[config.mk]
export PLATFORM = sky130hd
export DESIGN_NAME = slk_steer_pred
export DESIGN_NICKNAME = d
export VERILOG_FILES = /design/src/rtl/slk_pkg.sv /design/src/rtl/slk_sampler.sv /design/src/rtl/slk_table.sv /design/src/rtl/slk_steer_pred.sv
export SDC_FILE = /design/constraint.sdc
export NUM_CORES = 1
export LEC_CHECK = 0
export BUFFER_PORTS_ARGS = -buffer_cell sky130_fd_sc_hd__buf_2
export CORE_UTILIZATION = 49
export CTS_CLUSTER_DIAMETER = 150
export DETAILED_ROUTE_END_ITERATION = 12
export GPL_TIMING_DRIVEN = 0
export PLACE_DENSITY = 0.62
export REMOVE_ABC_BUFFERS = 1
export SKIP_CTS_REPAIR_TIMING = 1
export SLEW_MARGIN = 20
export SYNTH_ARGS = -nofsm -noshare
export SYNTH_HDL_FRONTEND = slang
export SYNTH_SLANG_ARGS = --single-unit
[constraint.sdc]
create_clock -name clk -period 2.8 [get_ports clk]
set_input_delay 0.28 -clock clk [delete_from_list [all_inputs] [get_ports clk]]
set_output_delay 0.28 -clock clk [all_outputs]
set_load 0.005 [all_outputs]
[src/rtl/slk_pkg.sv]
package slk_pkg;

  // Ordered from most urgent to most relaxed
  typedef enum logic [1:0] {
    BIN_FAST_HI = 2'b00,
    BIN_FAST_LO = 2'b01,
    BIN_SLOW_HI = 2'b10,
    BIN_SLOW_LO = 2'b11
  } slk_bin_e;

  typedef struct packed {
    logic     vld;
    logic [1:0] conf;
    slk_bin_e bin;
  } slk_meta_t;

  localparam logic [1:0] CONF_MAX = 2'd3;

endpackage

[src/rtl/slk_sampler.sv]
module slk_sampler #(
  parameter int PC_W     = 16,
  parameter int SMP_GAP  = 4,
  parameter int NUM_DLY  = 4,
  parameter int DLY_STEP = 4,
  localparam int DLY_W   = $clog2(DLY_STEP * NUM_DLY + 1)
) (
  input  logic             clk,
  input  logic             rst_n,
  input  logic             dsp_valid,
  input  logic [PC_W-1:0]  dsp_pc,
  input  logic             vrd_valid,
  output logic             smp_take,
  output logic [DLY_W-1:0] smp_delay,
  output logic             trn_en,
  output logic             pend_q,
  output logic [PC_W-1:0]  pend_pc_q,
  output logic             pend_min_q
);

  localparam int CNT_W = (SMP_GAP > 2) ? $clog2(SMP_GAP) : 1;
  localparam int K_W   = (NUM_DLY > 2) ? $clog2(NUM_DLY) : 1;
  localparam logic [CNT_W-1:0] CNT_LOAD = CNT_W'(SMP_GAP - 1);
  localparam logic [K_W-1:0]   K_LAST   = K_W'(NUM_DLY - 1);

  logic [CNT_W-1:0] cnt_q, cnt_d;
  logic [K_W-1:0]   k_q, k_d;
  logic             pend_d, pmin_d;
  logic [PC_W-1:0]  ppc_d;

  assign smp_take  = dsp_valid && (cnt_q == '0) && !pend_q;
  assign trn_en    = vrd_valid && pend_q;
  assign smp_delay = DLY_W'((int'(k_q) + 1) * DLY_STEP);

  always_comb begin
    cnt_d  = cnt_q;
    k_d    = k_q;
    pend_d = pend_q;
    ppc_d  = pend_pc_q;
    pmin_d = pend_min_q;
    if (trn_en) pend_d = 1'b0;
    if (smp_take) begin
      cnt_d  = CNT_LOAD;
      k_d    = (k_q == K_LAST) ? '0 : k_q + 1'b1;
      pend_d = 1'b1;
      ppc_d  = dsp_pc;
      pmin_d = (k_q == '0);
    end else if (dsp_valid && cnt_q != '0) begin
      cnt_d = cnt_q - 1'b1;
    end
  end

  always_ff @(posedge clk or negedge rst_n) begin
    if (!rst_n) begin
      cnt_q      <= CNT_LOAD;
      k_q        <= '0;
      pend_q     <= 1'b0;
      pend_min_q <= 1'b0;
    end else begin
      cnt_q      <= cnt_d;
      k_q        <= k_d;
      pend_q     <= pend_d;
      pend_min_q <= pmin_d;
    end
  end

  // Payload register: captured only with a new sample
  always_ff @(posedge clk) begin
    if (smp_take) pend_pc_q <= ppc_d;
  end

endmodule

[src/rtl/slk_table.sv]
module slk_table
  import slk_pkg::*;
#(
  parameter int PC_W  = 16,
  parameter int IDX_W = 3,
  parameter int TAG_W = 4
) (
  input  logic            clk,
  input  logic            rst_n,
  input  logic [PC_W-1:0] rd_pc,
  output slk_bin_e        rd_bin,
  input  logic            wr_en,
  input  logic [PC_W-1:0] wr_pc,
  input  logic            wr_crit,
  input  logic            wr_min
);

  localparam int ENTRIES = 1 << IDX_W;
  localparam int HI_W    = PC_W - IDX_W;

  function automatic logic [TAG_W-1:0] fold_tag(input logic [PC_W-1:0] pc);
    logic [TAG_W-1:0] t;
    t = '0;
    for (int b = 0; b < HI_W; b++) t[b % TAG_W] = t[b % TAG_W] ^ pc[IDX_W + b];
    return t;
  endfunction

  slk_meta_t        meta_q [ENTRIES];
  logic [TAG_W-1:0] tag_q  [ENTRIES];

  logic [IDX_W-1:0] rd_idx, wr_idx;
  logic [TAG_W-1:0] rd_tag, wr_tag;
  logic             rd_hit, wr_hit;
  slk_meta_t        cur, upd;

  assign rd_idx = rd_pc[IDX_W-1:0];
  assign rd_tag = fold_tag(rd_pc);
  assign rd_hit = meta_q[rd_idx].vld && (tag_q[rd_idx] == rd_tag);
  assign rd_bin = rd_hit ? meta_q[rd_idx].bin : BIN_FAST_HI;

  assign wr_idx = wr_pc[IDX_W-1:0];
  assign wr_tag = fold_tag(wr_pc);
  assign cur    = meta_q[wr_idx];
  assign wr_hit = cur.vld && (tag_q[wr_idx] == wr_tag);

  always_comb begin
    upd = cur;
    if (!wr_hit) begin
      upd.vld  = 1'b1;
      upd.conf = '0;
      upd.bin  = wr_crit ? BIN_FAST_HI : BIN_FAST_LO;
    end else if (wr_crit) begin
      if (wr_min) begin
        upd.conf = '0;
        upd.bin  = BIN_FAST_HI;
      end else if (cur.conf != '0) begin
        upd.conf = cur.conf - 1'b1;
      end else if (cur.bin != BIN_FAST_HI) begin
        upd.bin = slk_bin_e'(cur.bin - 2'd1);
      end
    end else begin
      if (cur.conf != CONF_MAX) begin
        upd.conf = cur.conf + 1'b1;
      end else if (cur.bin != BIN_SLOW_LO) begin
        upd.bin = slk_bin_e'(cur.bin + 2'd1);
      end
    end
  end

  always_ff @(posedge clk or negedge rst_n) begin
    if (!rst_n) begin
      for (int i = 0; i < ENTRIES; i++) meta_q[i] <= '0;
    end else if (wr_en) begin
      meta_q[wr_idx] <= upd;
    end
  end

  always_ff @(posedge clk) begin
    if (wr_en) tag_q[wr_idx] <= wr_tag;
  end

endmodule

[src/rtl/slk_steer_pred.sv]
module slk_steer_pred
  import slk_pkg::*;
#(
  parameter int PC_W     = 16,
  parameter int IDX_W    = 3,
  parameter int TAG_W    = 4,
  parameter int SMP_GAP  = 4,
  parameter int NUM_DLY  = 4,
  parameter int DLY_STEP = 4,
  localparam int DLY_W   = $clog2(DLY_STEP * NUM_DLY + 1)
) (
  input  logic             clk,
  input  logic             rst_n,
  input  logic             dsp_valid,
  input  logic [PC_W-1:0]  dsp_pc,
  output logic             pred_slow,
  output logic             pred_low,
  output logic             smp_take,
  output logic [DLY_W-1:0] smp_delay,
  input  logic             vrd_valid,
  input  logic             vrd_crit
);

  logic [1:0]      rst_pipe_q;
  logic            rst_core_n;
  logic            trn_en, pend_q, pend_min_q;
  logic [PC_W-1:0] pend_pc_q;
  slk_bin_e        bin;

  always_ff @(posedge clk or negedge rst_n) begin
    if (!rst_n) rst_pipe_q <= 2'b00;
    else        rst_pipe_q <= {rst_pipe_q[0], 1'b1};
  end
  assign rst_core_n = rst_pipe_q[1];

  slk_sampler #(
    .PC_W(PC_W), .SMP_GAP(SMP_GAP), .NUM_DLY(NUM_DLY), .DLY_STEP(DLY_STEP)
  ) u_smp (
    .clk(clk), .rst_n(rst_core_n), .dsp_valid(dsp_valid), .dsp_pc(dsp_pc),
    .vrd_valid(vrd_valid), .smp_take(smp_take), .smp_delay(smp_delay),
    .trn_en(trn_en), .pend_q(pend_q), .pend_pc_q(pend_pc_q), .pend_min_q(pend_min_q)
  );

  slk_table #(.PC_W(PC_W), .IDX_W(IDX_W), .TAG_W(TAG_W)) u_tbl (
    .clk(clk), .rst_n(rst_core_n), .rd_pc(dsp_pc), .rd_bin(bin),
    .wr_en(trn_en), .wr_pc(pend_pc_q), .wr_crit(vrd_crit), .wr_min(pend_min_q)
  );

  assign pred_slow = bin[1];
  assign pred_low  = bin[0];

endmodule

# Word-level counts from Yosys, hierarchy flattened
# Memory sizes are Yosys's and may differ from the RTL's. A register that Yosys moved wholly into a read port is not among the register bits.
# Cells that the tools add are included.
[totals]
regBits = 64
ram_bits = 32
word_cells = 110
n_memories = 1
[mem_list]
columns = ["memory", "words", "word_bits", "rd", "rd_ports_with_merged_regs", "wr", "line", "rtl"]
rows = [
  ["u_tbl.tag_q", 8, 4, 2, 1, 1, "slk_table.sv:29", "logic [TAG_W-1:0] tag_q [ENTRIES];"],
]
[classes]
n_addsub = 7
order_cmp = 3
n_eq_ne = 5
mux = 29
n_bitwise = 20
n_reduce_logical = 15
[ops]
columns = ["op", "count"]
rows = [
  ["$bwmux W40", 1],
  ["$bmux W5 S3", 2],
  ["$mux W5", 5],
  ["$mux W2", 10],
  ["$xor A1 B1 Y1", 18],
  ["$demux W5 S3", 1],
  ["$mux W4", 3],
  ["$reduce_bool A2 Y1", 5],
  ["$eq A4 B4 Y1", 2],
  ["$ge A4 B4 Y1 const B", 2],
  ["$not A3 Y4", 2],
  ["$logic_and A1 B1 Y1", 7],
  ["$add A2 B1 Y2 const B", 3],
  ["$mux W1", 6],
  ["$sub A2 B1 Y2 const B", 3],
  ["$logic_not A2 Y1", 2],
  ["$lt A4 B1 Y1 const B", 1],
  ["$ne A2 B2 Y1 const B", 2],
  ["$add A2 B1 Y3 const B", 1],
  ["$mux W3", 1],
  ["$eq A2 B2 Y1 const B", 1],
  ["$logic_not A1 Y1", 1],
]

# Logic depth before layout (Yosys ltp)
[depth]
depth_word = 11
ltp_mapped = 8
mapped_depth_nobuf = 6

# Cells and area by module
# From an unflattened synthesis, not the netlist that was laid out.
[unflattened]
hier_cells = 368
area_unflattened_um2 = 4763.3
[by_module_without_submodules]
columns = ["mod", "n_inst", "cells_each", "area_per_inst_um2", "seq_area_each_um2"]
rows = [
  ["slk_table", 1, 320, 3881.2, 1961.9],
  ["slk_sampler", 1, 45, 828.3, 633.1],
  ["slk_steer_pred", 1, 3, 53.8, 50.0],
]

# Worst setup path after synthesis
# No wires, ideal clock.
[synth_path]
kind = "register to register"
startpoint = "reg u_smp.pend_pc_q[0]"
endpoint = "reg u_tbl.meta_q[11] (netlist name)"
t_arrival_ns = 2.186
slack_ns = 0.489
stages_incl_launch_ff = 9
period_less_slack_ns = 2.311
path_cell_list = "edfxtp_1 buf_6 mux4_2 mux2_2 o311ai_2 o21ai_1 and3_1 buf_6 mux2_4"
[synth_between]
elab_chain_len = 11
word_cells_on_any_way = 24
classes_between = "add/sub (2); order compare (2); eq/ne (2); mux (13); bitwise (1); reduce/logical (4)"
[synth_lines]
columns = ["element", "line", "rtl"]
rows = [
  ["start: declaration", "slk_sampler.sv:17", "output logic [PC_W-1:0] pend_pc_q,"],
  ["start signal: assignment", "slk_sampler.sv:69", "if (smp_take) pend_pc_q <= ppc_d;"],
  ["$not A3 Y4 (not written as such) *", "slk_table.sv:43, slk_table.sv:74", ""],
  ["$bmux W5 S3", "slk_table.sv:43", "assign cur = meta_q[wr_idx];"],
  ["$mux W5 (not written as such) (2 in series)", "slk_table.sv:43", ""],
  ["$sub A2 B1 Y2 or $reduce_bool A2 Y1 (tied branches)", "slk_table.sv:59, slk_table.sv:58", ""],
  ["$mux W2", "slk_table.sv:58", "end else if (cur.bin != BIN_FAST_HI) begin"],
  ["$mux W2", "slk_table.sv:56", "end else if (cur.conf != '0) begin"],
  ["$mux W4", "slk_table.sv:53", "if (wr_min) begin"],
  ["$mux W4", "slk_table.sv:52", "end else if (wr_crit) begin"],
  ["$mux W4", "slk_table.sv:48", "if (!wr_hit) begin"],
  ["$bwmux W40 *", "slk_table.sv:74", "meta_q[wr_idx] <= upd;"],
  ["end signal: indexed assignment", "slk_table.sv:74", ""],
  ["end: declaration", "slk_table.sv:28", "slk_meta_t meta_q [ENTRIES];"],
]
# Mark *: on every way between the ends. The rest lies on a longest branch, timed or not. The select of a mux whose other input is x is not followed.
# A chain may end at the register's enable or synchronous reset.

==> impl_metrics.ini <==
[timing]
setup_viol = 0
drv_slew = 0
worst_slack_ns = 0.158
worstMarginPinSlew_ns = 0.734
hold_slack_ns = 0.105
fmax_mhz = 379
rsz0062_at_grt = no
finalClockSkew_ns = 0.0123
finalHoldViolCount = 0
finalCritPeriodShare_pct = 94.3
final.min_clock_period_ns = 2.64
relSlewSlack_pct = 50.7
finalSetupTns_ns = 0

[yosys]
yosysSeqAreaShare_pct = 55.2
synth_top_area_cell = edfxtp_1
synth_area_leaders = edfxtp_1 (29%), dfrtp_1 (23%), mux4_2 (11%)
synth-seq-cells = 99
syn-cell-area_um2 = 4900
syn-instance-count = 335
synth_common_cells = edfxtp_1 (48), dfrtp_1 (46), nand2_1 (34), mux4_2 (24)
synth_top_area_share_pct = 29.4
yosysMostFrequentCell = edfxtp_1
synth_edf_count = 48
async_reset_ff_share_pct = 48.5
ys_types = 44
avgSynthCellArea_um2 = 14.6
ys_dominant_reg_cell = edfxtp_1
yosys_warnings = 0

[cells_and_area]
design_area_um2 = 5400
antenna-diode-count = 0
final_core_util_pct = 55.5
syn2layout_area_growth_pct = 10.2
post_route_cells_drive_above_1_share_pct = 29.9
nNetsFinal = 387

[placement]
portBuffers = 26
gp_congestion = 0.774
pre_cts_slack_ns = -0.241
dp_hpwl_um = 6680
dpl_cell_area_um2 = 5140

[route]
drc = 0
drtPass1Iterations = 4
vias = 2796
drt_iter0_markers = 132
vias_per_cell = 5.58
wl_um = 10200
wire_per_inst_um = 20.5
drtAntennaViolNets = 0

[power_and_ir_drop]
p_per_area_nw_per_um2 = 759
p_leak_nw = 2.26
irDropWorstVdd_mv = 0.393

[global_route]
grt_max_degree = 26
track_usage_pct = 21.2
grt_pass1_vias = 2789
antenna_found_initial = 0
overflow = 0
grt_pass1_wl_um = 15600

[setup_path]
startpoint = u_tbl.tag_q[3][2]$_DFFE_PP_
cp.arrival_ns = 2.36
crit_fanout = 2
endpoint_kind = output port
worstSetupPathType = flop to output port
r2r-start = u_smp.pend_pc_q[2]$_DFFE_PP_
cp-start-kind = flop
cp.required_ns = 2.52

[clock_network]
root_buffer = clkbuf_8
cts-buffers-inserted = 9
cts_tree = yes
insertion_delay_ns = 0.37
clockBufferDepth = 2
cts.htree.levels = 3
clkTransAtPathRegs_ns = 0.10
cts_sinks = 99

[floorplanning]
die_w_um = 102
dieArea_um2 = 10400
start_util_pct = 50.4
pin_count = 29
row_count = 36
core_um2 = 9730
dieHeight_um = 102

[hold_path]
min-delay-start = dsp_pc[11]
hold_class = primary input to flop

[outcome]
outcome = finished, final reports clean

[flow_run]
cap_violations = 0
kinds of logic after synthesis:
logic type | Yosys count | share of synthesized area, %
AOI/OAI and AO/OA | 24 | 3.85
xor gates and xnor gates | 27 | 4.82
adders and majority gates | 3 | 0.766
buffers and inverters | 34 | 3.22
DFF | 99 | 55.2
muxes | 77 | 25.3
other | 2 | 0.153
and+or+nand+nor | 69 | 6.66
metal layers:
| layer | global-route usage, % | wire, µm | part of all wire (%) | up-vias |
|---|---|---|---|---|
| li1 | - | - | - | 1302 |
| met1 | 29.0 | 4760 | 46 | 1423 |
| met2 | 34.1 | 5060 | 49 | 60 |
| met3 | 4.45 | 312 | 3.0 | 11 |
| met4 | 7.14 | 122 | 1.2 | 0 |
| met5 | 0 | 0 | 0 | - |
path summary, 6_finish.rpt:
check	cells after the start	to	slack, ns
worst min-delay path	1	u_smp.pend_pc_q[11]$_DFFE_PP_	0.10
worst max-delay path	6	pred_low	0.16
min in group asynchronous	2	rst_pipe_q[1]$_DFF_PN0_	0.21
worst max register to register	6	u_tbl.meta_q[20]$_DFFE_PN0P_	0.20
worst min register to register	0	u_tbl.meta_q[11]$_DFFE_PN0P_	0.26
max in group asynchronous	1	u_smp.cnt_q[1]$_DFFE_PN1P_	1.95
per-stage QoR:
stage	std cells	total power, mW
6_report	501	4.10
5_1_grt	501	4.32
4_1_cts	496	4.10
3_5_place_dp	480	3.15
3_3_place_gp	479	3.11
2_1_floorplan	320	2.80
worst max-delay path, cell delays in order (launching register included):
cell and delay [ns]:
edfxtp_1 0.40, mux4_2 0.49, xnor2_1 0.14, o32ai_1 0.47
nand4_1 0.22, nor2_1 0.15, buf_2 0.12
final cells by class:
class	count	area, µm²
Fill cell	837	4330
Sequential cell	99	2710
Multi-Input combinational cell	203	2040
Timing Repair Buffer	31	205
Tap cell	133	166
Clock buffer	9	124
Clock inverter	7	81.3
Inverter	18	71.3
Timing Repair inverter	1	5.00
report_power, final:
part / internal (mW) / switching [mW]
sequential: 1.84 / 0.218
combinational: 0.518 / 0.569
clock: 0.426 / 0.528
total: 2.79 / 1.32
flip-flops by register name, indices dropped and copies added, names as in the netlist, named ones only:
name,count
u_smp.k_q,2
u_smp.pend_min_q,1
u_smp.cnt_q,2
rst_pipe_q,2
u_smp.pend_pc_q,16
u_tbl.meta_q,40
u_smp.pend_q,1
u_tbl.tag_q,32
cell usage in the layout (no fill, tap or decap), types with 9 or more instances in the layout:
cell type / count
edfxtp_1: 48
dfrtp_1: 45
nand2_1: 34
buf_2: 25
mux4_2: 24
xnor2_1: 19
mux2_2: 19
mux2i_1: 18
inv_1: 17
mux2_4: 10
nand2b_1: 10
clkbuf_8: 9
No activity file was read; power rests on OpenSTA's default activity.
